File: config.mk
export PLATFORM = sky130hd
export DESIGN_NAME = intc_reg_if
export DESIGN_NICKNAME = d
export VERILOG_FILES = /design/src/rtl/intc_regs_pkg.sv /design/src/rtl/intc_bank_regs.sv /design/src/rtl/intc_line_cfg.sv /design/src/rtl/intc_reg_if.sv
export SDC_FILE = /design/constraint.sdc
export NUM_CORES = 2
export LEC_CHECK = 0
export BUFFER_PORTS_ARGS = -buffer_cell sky130_fd_sc_hd__buf_2
export CORE_AREA = 2 2 494 496
export CTS_CLUSTER_SIZE = 14
export DETAILED_ROUTE_END_ITERATION = 7
export DIE_AREA = 0 0 496 498
export GPL_TIMING_DRIVEN = 0
export SYNTH_ARGS = -nofsm -noshare
export SYNTH_HDL_FRONTEND = slang
export SYNTH_HIERARCHICAL = 1
export SYNTH_SLANG_ARGS = --single-unit
File: constraint.sdc
create_clock -name clk -period 3.1 [get_ports clk]
set_clock_uncertainty 0.15 [all_clocks]
set_input_delay 0.62 -clock clk [delete_from_list [all_inputs] [get_ports clk]]
set_output_delay 0.62 -clock clk [all_outputs]
set_load 0.005 [all_outputs]
File: src/rtl/intc_regs_pkg.sv
package intc_regs_pkg;

   // Offset of a register inside one bank window (address bits [4:2])
   typedef enum logic [2:0] {
      BK_RAW   = 3'd0,
      BK_MASK  = 3'd1,
      BK_MCLR  = 3'd2,
      BK_MSET  = 3'd3,
      BK_SSET  = 3'd4,
      BK_SCLR  = 3'd5,
      BK_PNORM = 3'd6,
      BK_PFAST = 3'd7
   } bank_reg_e;

   localparam logic [11:0] A_REV     = 12'h000;
   localparam logic [11:0] A_SYSCFG  = 12'h010;
   localparam logic [11:0] A_SYSSTAT = 12'h014;
   localparam logic [11:0] A_VNORM   = 12'h040;
   localparam logic [11:0] A_VFAST   = 12'h044;
   localparam logic [11:0] A_CTRL    = 12'h048;
   localparam logic [11:0] A_PROT    = 12'h04C;
   localparam logic [11:0] A_IDLE    = 12'h050;
   localparam logic [11:0] LINE_BASE = 12'h100;

endpackage

File: src/rtl/intc_bank_regs.sv
module intc_bank_regs #(
   parameter int LANE_W = 32
) (
   input  logic              clk,
   input  logic              rst_n,
   input  logic              sw_clear,
   input  logic              wr_mask,
   input  logic              wr_mclr,
   input  logic              wr_mset,
   input  logic              wr_sset,
   input  logic              wr_sclr,
   input  logic [LANE_W-1:0] wdata,
   output logic [LANE_W-1:0] mask,
   output logic [LANE_W-1:0] swi_set,
   output logic [LANE_W-1:0] swi_clr
);

   always_ff @(posedge clk or negedge rst_n) begin
      if (!rst_n) begin
         mask    <= '1;
         swi_set <= '0;
         swi_clr <= '0;
      end else if (sw_clear) begin
         mask    <= '1;
         swi_set <= '0;
         swi_clr <= '0;
      end else begin
         if (wr_mask)      mask <= wdata;
         else if (wr_mclr) mask <= mask & ~wdata;
         else if (wr_mset) mask <= mask | wdata;
         swi_set <= wr_sset ? wdata : '0;
         swi_clr <= wr_sclr ? wdata : '0;
      end
   end

   // a clear write leaves every written bit unmasked
   assert_mclr_clears_R3: assert property (@(posedge clk) disable iff (!rst_n)
      (wr_mclr && !sw_clear) |=> ((mask & $past(wdata)) == '0));

   // a set write never unmasks a line
   assert_mset_keeps_R3: assert property (@(posedge clk) disable iff (!rst_n)
      (wr_mset && !sw_clear) |=> ((mask & $past(mask)) == $past(mask)));

endmodule

File: src/rtl/intc_line_cfg.sv
module intc_line_cfg #(
   parameter int LANES  = 32,
   parameter int PRIO_W = 6
) (
   input  logic                      clk,
   input  logic                      rst_n,
   input  logic                      sw_clear,
   input  logic                      wr_en,
   input  logic [$clog2(LANES)-1:0]  line_sel,
   input  logic [PRIO_W-1:0]         wr_prio,
   input  logic                      wr_fast,
   output logic [LANES*PRIO_W-1:0]   prio,
   output logic [LANES-1:0]          fast
);

   localparam int SEL_W = $clog2(LANES);

   for (genvar l = 0; l < LANES; l++) begin : g_line
      logic [PRIO_W-1:0] prio_q;
      logic              fast_q;

      always_ff @(posedge clk or negedge rst_n) begin
         if (!rst_n) begin
            prio_q <= '0;
            fast_q <= 1'b0;
         end else if (sw_clear) begin
            prio_q <= '0;
            fast_q <= 1'b0;
         end else if (wr_en && line_sel == SEL_W'(l)) begin
            prio_q <= wr_prio;
            fast_q <= wr_fast;
         end
      end

      assign prio[l*PRIO_W +: PRIO_W] = prio_q;
      assign fast[l]                  = fast_q;
   end

   // the routing bit written lands on the addressed line
   assert_line_route_R6: assert property (@(posedge clk) disable iff (!rst_n)
      (wr_en && !sw_clear) |=> (fast[$past(line_sel)] == $past(wr_fast)));

endmodule

File: src/rtl/intc_reg_if.sv
module intc_reg_if
   import intc_regs_pkg::*;
#(
   parameter int          NUM_BANKS = 3,
   parameter int          PRIO_W    = 6,
   parameter logic [7:0]  REVISION  = 8'h21
) (
   input  logic                                        clk,
   input  logic                                        rst_n,
   input  logic                                        bus_valid,
   input  logic                                        bus_write,
   input  logic [11:0]                                 bus_addr,
   input  logic [31:0]                                 bus_wdata,
   output logic [31:0]                                 bus_rdata,
   output logic                                        bus_err,
   input  logic [NUM_BANKS*32-1:0]                     line_raw,
   input  logic [NUM_BANKS*32-1:0]                     line_pend,
   input  logic [$clog2(NUM_BANKS*32)-1:0]             vec_norm_i,
   input  logic [$clog2(NUM_BANKS*32)-1:0]             vec_fast_i,
   output logic [NUM_BANKS*32-1:0]                     mask_o,
   output logic [NUM_BANKS*32-1:0]                     fast_sel_o,
   output logic [NUM_BANKS*32*PRIO_W-1:0]              prio_o,
   output logic                                        glob_mask_o,
   output logic                                        autoidle_o,
   output logic [1:0]                                  idle_o,
   output logic [NUM_BANKS*32-1:0]                     swi_set_o,
   output logic [NUM_BANKS*32-1:0]                     swi_clr_o,
   output logic                                        reeval_o,
   output logic                                        ack_norm_o,
   output logic                                        ack_fast_o,
   output logic                                        soft_rst_o
);

   localparam int LANE_W    = 32;
   localparam int NUM_LINES = NUM_BANKS * LANE_W;
   localparam int LIDX_W    = $clog2(NUM_LINES);
   localparam int LBANK_W   = LIDX_W - 5;
   localparam int LINE_SPAN = NUM_BANKS * 128;

   if (NUM_BANKS < 2 || NUM_BANKS > 4) begin : g_bad_banks
      $error("NUM_BANKS must lie in 2..4");
   end
   if (PRIO_W < 1 || PRIO_W > 6) begin : g_bad_prio
      $error("PRIO_W must lie in 1..6");
   end

   // ---------------- decode ----------------
   logic              aligned, is_bank, bank_ok, is_line, hit, sw_clear;
   logic              acc_wr, acc_rd;
   logic [1:0]        bank_idx;
   bank_reg_e         bank_off;
   logic [LIDX_W-1:0] line_idx;
   logic [31:0]       rd_val;

   assign acc_wr   = bus_valid & bus_write;
   assign acc_rd   = bus_valid & ~bus_write;
   assign aligned  = (bus_addr[1:0] == 2'b00);
   assign is_bank  = (bus_addr[11:7] == 5'b00001);
   assign bank_idx = bus_addr[6:5];
   assign bank_ok  = (int'(bank_idx) < NUM_BANKS);
   assign bank_off = bank_reg_e'(bus_addr[4:2]);
   assign is_line  = (int'(bus_addr) >= int'(LINE_BASE)) &&
                     (int'(bus_addr) <  int'(LINE_BASE) + LINE_SPAN);
   assign line_idx = LIDX_W'((bus_addr - LINE_BASE) >> 2);
   assign sw_clear = acc_wr & aligned & (bus_addr == A_SYSCFG) & bus_wdata[1];

   // ---------------- per-bank state ----------------
   logic [NUM_BANKS-1:0] wr_mask_v, wr_mclr_v;

   for (genvar b = 0; b < NUM_BANKS; b++) begin : g_bank
      logic bank_wr, line_wr;
      assign bank_wr = acc_wr & aligned & is_bank & (bank_idx == 2'(b));
      assign line_wr = acc_wr & aligned & is_line &
                       (line_idx[LIDX_W-1:5] == LBANK_W'(b));
      assign wr_mask_v[b] = bank_wr & (bank_off == BK_MASK);
      assign wr_mclr_v[b] = bank_wr & (bank_off == BK_MCLR);

      intc_bank_regs #(.LANE_W(LANE_W)) u_bank (
         .clk      (clk),
         .rst_n    (rst_n),
         .sw_clear (sw_clear),
         .wr_mask  (wr_mask_v[b]),
         .wr_mclr  (wr_mclr_v[b]),
         .wr_mset  (bank_wr & (bank_off == BK_MSET)),
         .wr_sset  (bank_wr & (bank_off == BK_SSET)),
         .wr_sclr  (bank_wr & (bank_off == BK_SCLR)),
         .wdata    (bus_wdata),
         .mask     (mask_o[b*LANE_W +: LANE_W]),
         .swi_set  (swi_set_o[b*LANE_W +: LANE_W]),
         .swi_clr  (swi_clr_o[b*LANE_W +: LANE_W])
      );

      intc_line_cfg #(.LANES(LANE_W), .PRIO_W(PRIO_W)) u_lines (
         .clk      (clk),
         .rst_n    (rst_n),
         .sw_clear (sw_clear),
         .wr_en    (line_wr),
         .line_sel (line_idx[4:0]),
         .wr_prio  (bus_wdata[2 +: PRIO_W]),
         .wr_fast  (bus_wdata[0]),
         .prio     (prio_o[b*LANE_W*PRIO_W +: LANE_W*PRIO_W]),
         .fast     (fast_sel_o[b*LANE_W +: LANE_W])
      );
   end

   // ---------------- read mux ----------------
   logic       glob_q, autoidle_q;
   logic [1:0] idle_q;

   always_comb begin
      hit    = 1'b0;
      rd_val = '0;
      if (aligned) begin
         if (is_bank) begin
            hit = bank_ok;
            for (int b = 0; b < NUM_BANKS; b++) begin
               if (bank_idx == 2'(b)) begin
                  case (bank_off)
                     BK_RAW:   rd_val = line_raw[b*LANE_W +: LANE_W];
                     BK_MASK:  rd_val = mask_o[b*LANE_W +: LANE_W];
                     BK_PNORM: rd_val = line_pend[b*LANE_W +: LANE_W] &
                                        ~mask_o[b*LANE_W +: LANE_W] &
                                        ~fast_sel_o[b*LANE_W +: LANE_W];
                     BK_PFAST: rd_val = line_pend[b*LANE_W +: LANE_W] &
                                        ~mask_o[b*LANE_W +: LANE_W] &
                                        fast_sel_o[b*LANE_W +: LANE_W];
                     default:  rd_val = '0;
                  endcase
               end
            end
         end else if (is_line) begin
            hit = 1'b1;
            for (int i = 0; i < NUM_LINES; i++) begin
               if (line_idx == LIDX_W'(i)) begin
                  rd_val[2 +: PRIO_W] = prio_o[i*PRIO_W +: PRIO_W];
                  rd_val[0]           = fast_sel_o[i];
               end
            end
         end else begin
            hit = 1'b1;
            case (bus_addr)
               A_REV:     rd_val[7:0]        = REVISION;
               A_SYSCFG:  rd_val[0]          = autoidle_q;
               A_SYSSTAT: rd_val[0]          = 1'b1;
               A_VNORM:   rd_val[LIDX_W-1:0] = vec_norm_i;
               A_VFAST:   rd_val[LIDX_W-1:0] = vec_fast_i;
               A_CTRL:    rd_val[2]          = glob_q;
               A_PROT:    rd_val             = '0;
               A_IDLE:    rd_val[1:0]        = idle_q;
               default:   hit                = 1'b0;
            endcase
         end
      end
   end

   // ---------------- global state and strobes ----------------
   logic wr_ctrl, wr_syscfg, wr_idle;
   assign wr_ctrl   = acc_wr & (bus_addr == A_CTRL);
   assign wr_syscfg = acc_wr & (bus_addr == A_SYSCFG);
   assign wr_idle   = acc_wr & (bus_addr == A_IDLE);

   always_ff @(posedge clk or negedge rst_n) begin
      if (!rst_n) begin
         glob_q     <= 1'b0;
         autoidle_q <= 1'b0;
         idle_q     <= 2'b00;
         ack_norm_o <= 1'b0;
         ack_fast_o <= 1'b0;
         reeval_o   <= 1'b0;
         soft_rst_o <= 1'b0;
         bus_rdata  <= '0;
         bus_err    <= 1'b0;
      end else begin
         soft_rst_o <= sw_clear;
         bus_err    <= bus_valid & ~hit;
         if (acc_rd) bus_rdata <= hit ? rd_val : '0;
         if (sw_clear) begin
            glob_q     <= 1'b0;
            autoidle_q <= 1'b0;
            idle_q     <= 2'b00;
            ack_norm_o <= 1'b0;
            ack_fast_o <= 1'b0;
            reeval_o   <= 1'b0;
         end else begin
            ack_norm_o <= wr_ctrl & bus_wdata[0];
            ack_fast_o <= wr_ctrl & bus_wdata[1];
            reeval_o   <= |(wr_mask_v | wr_mclr_v);
            if (wr_ctrl)   glob_q     <= bus_wdata[2];
            if (wr_syscfg) autoidle_q <= bus_wdata[0];
            if (wr_idle)   idle_q     <= bus_wdata[1:0];
         end
      end
   end

   assign glob_mask_o = glob_q;
   assign autoidle_o  = autoidle_q;
   assign idle_o      = idle_q;

   // an error pulse only ever follows an access
   assert_err_after_access_R10: assert property (@(posedge clk) disable iff (!rst_n)
      bus_err |-> $past(bus_valid));

   // the status word always reads 1
   assert_status_done_R1: assert property (@(posedge clk) disable iff (!rst_n)
      (bus_valid && !bus_write && bus_addr == A_SYSSTAT) |=> (bus_rdata == 32'd1 && !bus_err));

   // re-evaluation only follows a write
   assert_reeval_from_write_R3: assert property (@(posedge clk) disable iff (!rst_n)
      reeval_o |-> $past(bus_valid && bus_write));

   // the soft-reset strobe coincides with fully masked lines
   assert_soft_reset_masks_R8: assert property (@(posedge clk) disable iff (!rst_n)
      soft_rst_o |-> ((&mask_o) && !glob_mask_o));

endmodule

* After elaboration in Yosys (flattened, before gate mapping)
Index checks and enable logic that the tools add are counted.
Operators by class: add/subtract/negate cells 1, order comparisons 3, equal/unequal tests 145, muxes and demuxes 629, bitwise gates (word level) 59, reduce and logical (&&, ||, !) cells 209
Operators by type and width (count):
- 6-bit two-way mux | 289
- 32-bit two-way mux | 30
- 32-bit bitwise AND | 12
- 32-bit case mux with 4 select lines | 3
- 1-bit two-way mux | 301
- 7-bit by 6-bit == test with 1-bit output (second input constant) | 32
- 7-bit == test (second input constant) | 32
- 32-bit inverter | 7
- 2-bit nonzero test | 99
- 7-bit by 5-bit == test with 1-bit output (second input constant) | 16
- 1-bit logical AND | 97
- 32-bit bitwise OR | 3
- 5-bit == test (second input constant) | 16
- 12-bit by 7-bit == test with 1-bit output (second input constant) | 5
- 7-bit by 4-bit == test with 1-bit output (second input constant) | 8
- 5-bit by 4-bit == test with 1-bit output (second input constant) | 8
- 1-bit bitwise AND | 34
- 7-bit by 3-bit == test with 1-bit output (second input constant) | 4
- 12-bit by 5-bit == test with 1-bit output (second input constant) | 2
- 5-bit by 3-bit == test with 1-bit output (second input constant) | 4
- 7-bit by 2-bit == test with 1-bit output (second input constant) | 2
- 3-bit == test (second input constant) | 4
- 12-bit by 9-bit >= comparator with 1-bit output (second input constant) | 1
- 12-bit zero test | 1
- other kinds (24) | 36
Storage, ports and cells: register bits after elaboration 1001, input port bits 254, output and inout bits 1001, logic and storage cells 1256

* Logic depth before layout (Yosys ltp)
depth in word-level cells 102, mapped depth 14, gate-level depth less buffers 9

* Modules after synthesis
The synthesis kept the hierarchy.
By module, submodules not included:
- intc_line_cfg at g_bank[0].u_lines ... | instances 2, cells each 816, area each 10152.2 µm², sequential area each 5605.4 µm²
- intc_reg_if | instances 1, cells each 1972, area each 13571.8 µm², sequential area each 1026.0 µm²
- intc_bank_regs | instances 3, cells each 348, area each 4204.0 µm², sequential area each 2442.3 µm²
- intc_line_cfg at g_bank[1].u_lines | instances 1, cells each 815, area each 10144.7 µm², sequential area each 5605.4 µm²

* Least setup slack after synthesis
OpenSTA, ideal clock, no wires.
path type input-to-reg, start input bus_addr[8], end register g_bank[0].u_lines.g_line[8].fast_q, library setup time 0.128 ns, data arrival time 2.765 ns, data required time 2.822 ns, setup slack 0.057 ns, stages 9, buffers on the path 2, cell sequence buf_6 -> or3b_4 -> a211oi_4 -> nand4_1 -> nor3b_1 -> nor4bb_1 -> buf_2 -> nand2_2 -> mux2i_1
On the way: longest elaborated chain between the ends 6, elaborated cells between the ends (all ways) 13, those cells by class add/sub (1); order compare (2); eq/ne (1); mux (1); bitwise (4); reduce/logical (4)
Ends and longest elaborated chain:
- from (decl) | line intc_reg_if.sv:12 | input logic [11:0] bus_addr,
- 12-bit by 9-bit >= comparator with 1-bit output / 12-bit by 10-bit less-than comparator with 1-bit output (equally long branches) | line intc_reg_if.sv:62, intc_reg_if.sv:63
- 1-bit logical AND | line intc_reg_if.sv:62 | assign is_line = (int'(bus_addr) >= int'(LINE_BASE)) &&
- 1-bit bitwise AND | line intc_reg_if.sv:73 | assign line_wr = acc_wr & aligned & is_line &
- 1-bit bitwise AND (*) | line intc_reg_if.sv:73
- named net g_bank[0].line_wr | line intc_reg_if.sv:71 | logic bank_wr, line_wr;
- 1-bit logical AND (*) | line intc_line_cfg.sv:29 | end else if (wr_en && line_sel == SEL_W'(l)) begin
- 2-bit nonzero test (no source line) (*)
- to (signal assigned) | line intc_line_cfg.sv:31 | fast_q <= wr_fast;
- to (decl) | line intc_line_cfg.sv:20 | logic fast_q;
The timed path passes the listed nets; every way through them passes the cells marked *. A chain may end at the register's enable or synchronous reset.

* Worst setup path in the final report
start input bus_addr[4], end register bus_rdata[0]
On the way: longest elaborated chain between the ends 102, elaborated cells between the ends (all ways) 225, those cells by class add/sub (1); order compare (2); eq/ne (105); mux (111); reduce/logical (6)
Ends and longest elaborated chain:
- 9-bit subtractor | line intc_reg_if.sv:64 | assign line_idx = LIDX_W'((bus_addr - LINE_BASE) >> 2);
- 7-bit zero test | line intc_reg_if.sv:134 | if (line_idx == LIDX_W'(i)) begin
- 1-bit two-way mux (96 in series) | line intc_reg_if.sv:134
- 1-bit two-way mux | line intc_reg_if.sv:131 | end else if (is_line) begin
- 32-bit two-way mux | line intc_reg_if.sv:114 | if (is_bank) begin
- 32-bit two-way mux | line intc_reg_if.sv:113 | if (aligned) begin
- 32-bit two-way mux (*) | line intc_reg_if.sv:176 | if (acc_rd) bus_rdata <= hit ? rd_val : '0;
- to (signal assigned) | line intc_reg_if.sv:176
- to (decl) | line intc_reg_if.sv:14 | output logic [31:0] bus_rdata,
Every way passes the cells marked *; elsewhere a longest branch is shown, timed or not.

==> impl_results.md <==
- Status: finished with violations
- Violated checks: design-rule violations, negative hold slack, negative setup slack
- Cells along the critical path: buf_12 -> buf_8 -> buf_4 -> nor2b_1 -> clkbuf_1 -> a21oi_1 -> o21ai_0 -> o21bai_1 -> a21oi_2 -> o21ai_0 -> a22oi_2 -> o21ai_0 -> a21oi_1
- Syn_nets: around 5700
- Hold Vio Cnt, Final: between 90 and 100
- Drt wl/cell: between 40 and 50 um
- Leak: between 30 and 40 nW
- Sw frac: between 20% and 30%
- Synth unique cells: around 100
- Worst setup margin: -0.357 ns
- P per Cell Area: 421 mW/mm^2
- Worst reg2reg path depth: 10
- Max incr delay on CP: between 0.8 and 0.9 ns
- Via density: 5.78
- Reg2reg start: g_bank[0].u_lines/g_line[26].fast_q
- H-tree depth: 3
- Die Span Y: ~500 um
- RSZ-0062 raised after global routing: yes
- Commonest cells after routing, fill and taps aside: buf_2, dfrtp_1, mux2i_1, nand2b_1, a21oi_1
- WL met3: 54700 um
- Met2 wire len: around 200000 um
- Post-DP HPWL: 378000 um
- Worst setup path endpoint: bus_rdata[0]
- Primary FF master, synth: dfrtp_1
- DRC: 6
- Worst Path Required: around 3.7 ns
- First-pass GRT wire length: roughly 600000 um
- Critical path's top delay family: compound AO/OA/AOI/OAI gates
- Initial DRC count: 7960
- CTS max path bufs: 3
- Reg2reg end: bus_rdata[0]
- Skew-Pair Late Insertion Delay: between 0.8 and 0.9 ns
- Slew headroom: between 10% and 20%
- Sequential share of power: 42.2%
- Share of cells above drive strength 1: between 30 and 40%
- Period utilization: 112%
- Yosys warns: 6
- Worst reg-to-reg setup slack: -0.13 ns
- Number of I/O port buffers: approximately 1300
- FP Rows: roughly 180
- Worst hold path type: in -> async
- Hold_buf cts: 5
- Post-route cell area: approximately 0.074 sq mm
- I/O pins: between 1000 and 1500
- GP Congestion: 1.06
- Die Width: 496 um
- Gr usage total: between 30% and 40%
- Initial antenna violation count: 77
- GRT Residual Overflow: 0
- CP Class: in -> reg
- DP Area: around 0.067 sq mm
- Min cycle time layout: about 3.5 ns
- Most frequent CP cell: o21ai_0
- Number of synthesized flops with an enable pin: 0
- Most common cell after layout, fill and taps aside: buf_2
- Clk sinks: between 1000 and 1500
- Via count: slightly below 60000
- Vias in the first global route: between 50000 and 60000
- Worst-path clk slew: about 0.07 ns
- Critical-path maximum fanout: 27
- Mean Syn Cell Area: ~10 sq um
- Core Region: 0.242 sq mm
- Internal power: 22.0 mW
- Mapped Area: around 0.057 sq mm
- Worst Path Buf+Inv: 4
- Slew Limit Fails: 0
- Synth Register Bits: around 1000
- Hold_ws: -0.358 ns
- Initial Util: 23.4%
- Pin count of the biggest net entering global routing: 169
- Worst path slowest cell: clkbuf_1
- Drt pass-1 iters: 8
- Sequential area share after synthesis: around 44%
- Synth Instances: 5463
- Area Overhead vs Synth: 30.6%
- ANT nets after route: 0
- Root Driver: clkbuf_16
- Top sig layer: met5
- Crit end category: flip-flop
- Slew @ Worst Pin: about 1.3 ns
- Nets: 7137
- CP Depth: 13
- WP data arrival: around 4.1 ns
- DRT Wirelength: 478000 um
- Clk pwr share: between 40 and 50%
- Fmax: about 290 MHz
- Max Cap Viol: 0
- Startpoint type of the worst setup path: primary input
- Total CTS buffers: 113
- Gate power share: approximately 12%
- Sw power: just over 9 mW
- Async SR Flop Fraction: 100%
- Die ar.: between 0.2 and 0.25 sq mm
- Wire length on met1: around 170000 um
- Post-Route Utilization: 30.6%
- Worst setup path startpoint: bus_addr[4]
- Setup Viol. Count Final: about 120
- CTS tree: done
- Peak VDD IR: ~450 uV
## logic make-up (layout without fill, tap and decap cells)
family                    after synthesis  count (layout)  share of synthesized area, %
muxes                                 762             762                          13.6
DFF                                  1001            1001                          44.4
and+or+nand+nor                      1799            1799                          19.6
AOI/OAI and AO/OA                    1136            1136                          14.7
buffers and inverters                 669            2184                          6.12
xor gates and xnor gates               96              96                          1.48
other                                   0              40                             0
## synth_stat cells (28+ instances only)
| cell | count | area, sq um |
|---|---|---|
| o221ai_1 | 28 | 245 |
| buf_2 | 200 | 1000 |
| mux2_2 | 28 | 315 |
| a221oi_1 | 52 | 455 |
| a22oi_1 | 92 | 691 |
| mux2i_1 | 731 | 7320 |
| a211oi_1 | 39 | 293 |
| and2_1 | 294 | 1840 |
| nor2_1 | 154 | 578 |
| o311ai_2 | 82 | 1330 |
| nand2_2 | 98 | 613 |
| nand2b_1 | 711 | 4450 |
| inv_1 | 100 | 375 |
| nand3b_1 | 108 | 811 |
| dfrtp_1 | 905 | 22600 |
| buf_4 | 127 | 953 |
| nor4b_1 | 55 | 482 |
| nand2_1 | 121 | 454 |
| xor2_1 | 59 | 517 |
| a21oi_1 | 351 | 1760 |
| o211ai_1 | 29 | 218 |
| xnor2_1 | 37 | 324 |
| nor3_1 | 31 | 155 |
| clkbuf_1 | 169 | 634 |
| nand3_1 | 61 | 305 |
| a22o_1 | 31 | 272 |
| dfstp_2 | 96 | 2520 |
| o22ai_1 | 54 | 338 |
| o21ai_0 | 158 | 791 |
## power by group through the flow
| stage | clock network, mW | logic, mW | registers [mW] |
|---|---|---|---|
| floorplan | 0 | 1.05 | 13.4 |
| global placement | 0 | 3.23 | 13.4 |
| detailed placement | 0 | 3.27 | 13.4 |
| CTS | 14.4 | 3.50 | 13.2 |
| global route | 14.9 | 3.71 | 13.1 |
| finish | 14.2 | 3.76 | 13.2 |
## worst min-delay path by stage
stage	start	slack, ns	depth (start not counted)	to
2_1_floorplan	rst_n	0.17	0	ack_fast_o
3_3_place_gp	bus_rdata[29]	0.33	1	bus_rdata[29]
3_5_place_dp	bus_rdata[8]	0.33	1	bus_rdata[8]
4_1_cts	rst_n	-0.33	1	g_bank[2].u_bank/swi_set[20]
5_1_grt	rst_n	-0.31	1	g_bank[2].u_bank/swi_set[16]
6_report	rst_n	-0.36	1	g_bank[2].u_bank/swi_set[20]
## per-stage QoR
stage | power, mW | TNS, ns | hold WS, ns | cells | setup WS, ns
5_1_grt | 31.7 | -0.510 | -0.308 | 10200 | -0.136
3_3_place_gp | 16.6 | - | 0.334 | 9918 | -21.28
2_1_floorplan | 14.4 | 0 | 0.174 | 5463 | 0.0570
3_5_place_dp | 16.7 | -3175.06 | 0.328 | 9930 | -3.37
6_report | 31.2 | -5.50 | -0.358 | 10200 | -0.357
4_1_cts | 31.0 | -1.19 | -0.329 | 10200 | -0.178
## sequential cells by signal (all words and copies together) (netlist names)
| name | cells |
|---|---|
| g_bank.u_lines/g_line.prio_q | 576 |
| g_bank.u_bank/mask | 96 |
| g_bank.u_bank/swi_clr | 96 |
| g_bank.u_bank/swi_set | 96 |
| g_bank.u_lines/g_line.fast_q | 96 |
| bus_rdata | 32 |
| idle_o | 2 |
| ack_fast_o | 1 |
| ack_norm_o | 1 |
| autoidle_o | 1 |
| bus_err | 1 |
| glob_mask_o | 1 |
| reeval_o | 1 |
| soft_rst_o | 1 |
## layout make-up
cell class,instances,area [sq um]
repair buffers,1313,7100
plain buffers,559,4090
diodes,40,100
clock buffers,158,3210
clock inverters,52,672
well taps,3202,4010
inverters,102,385
fillers,25300,168000
flip-flops and latches,1001,25200
multi-input cells,3793,29200
## layer usage
| metal | vias to the layer above | track usage (%) |
|---|---|---|
| li1 | 22300 | - |
| met1 | 30200 | 43.1 |
| met2 | 5039 | 55.0 |
| met3 | 1508 | 14.3 |
| met4 | 24 | 29.3 |
| met5 | - | 0 |
## timing repair
action	CTS	global route
pin swaps	15	20
gates resized for setup	541	186
setup buffers	32	10
endpoints found under the setup margin	1000	804
endpoints found under the hold margin	102	97
cloned	0	1
Note: power is estimated with default switching activity, not from simulation.
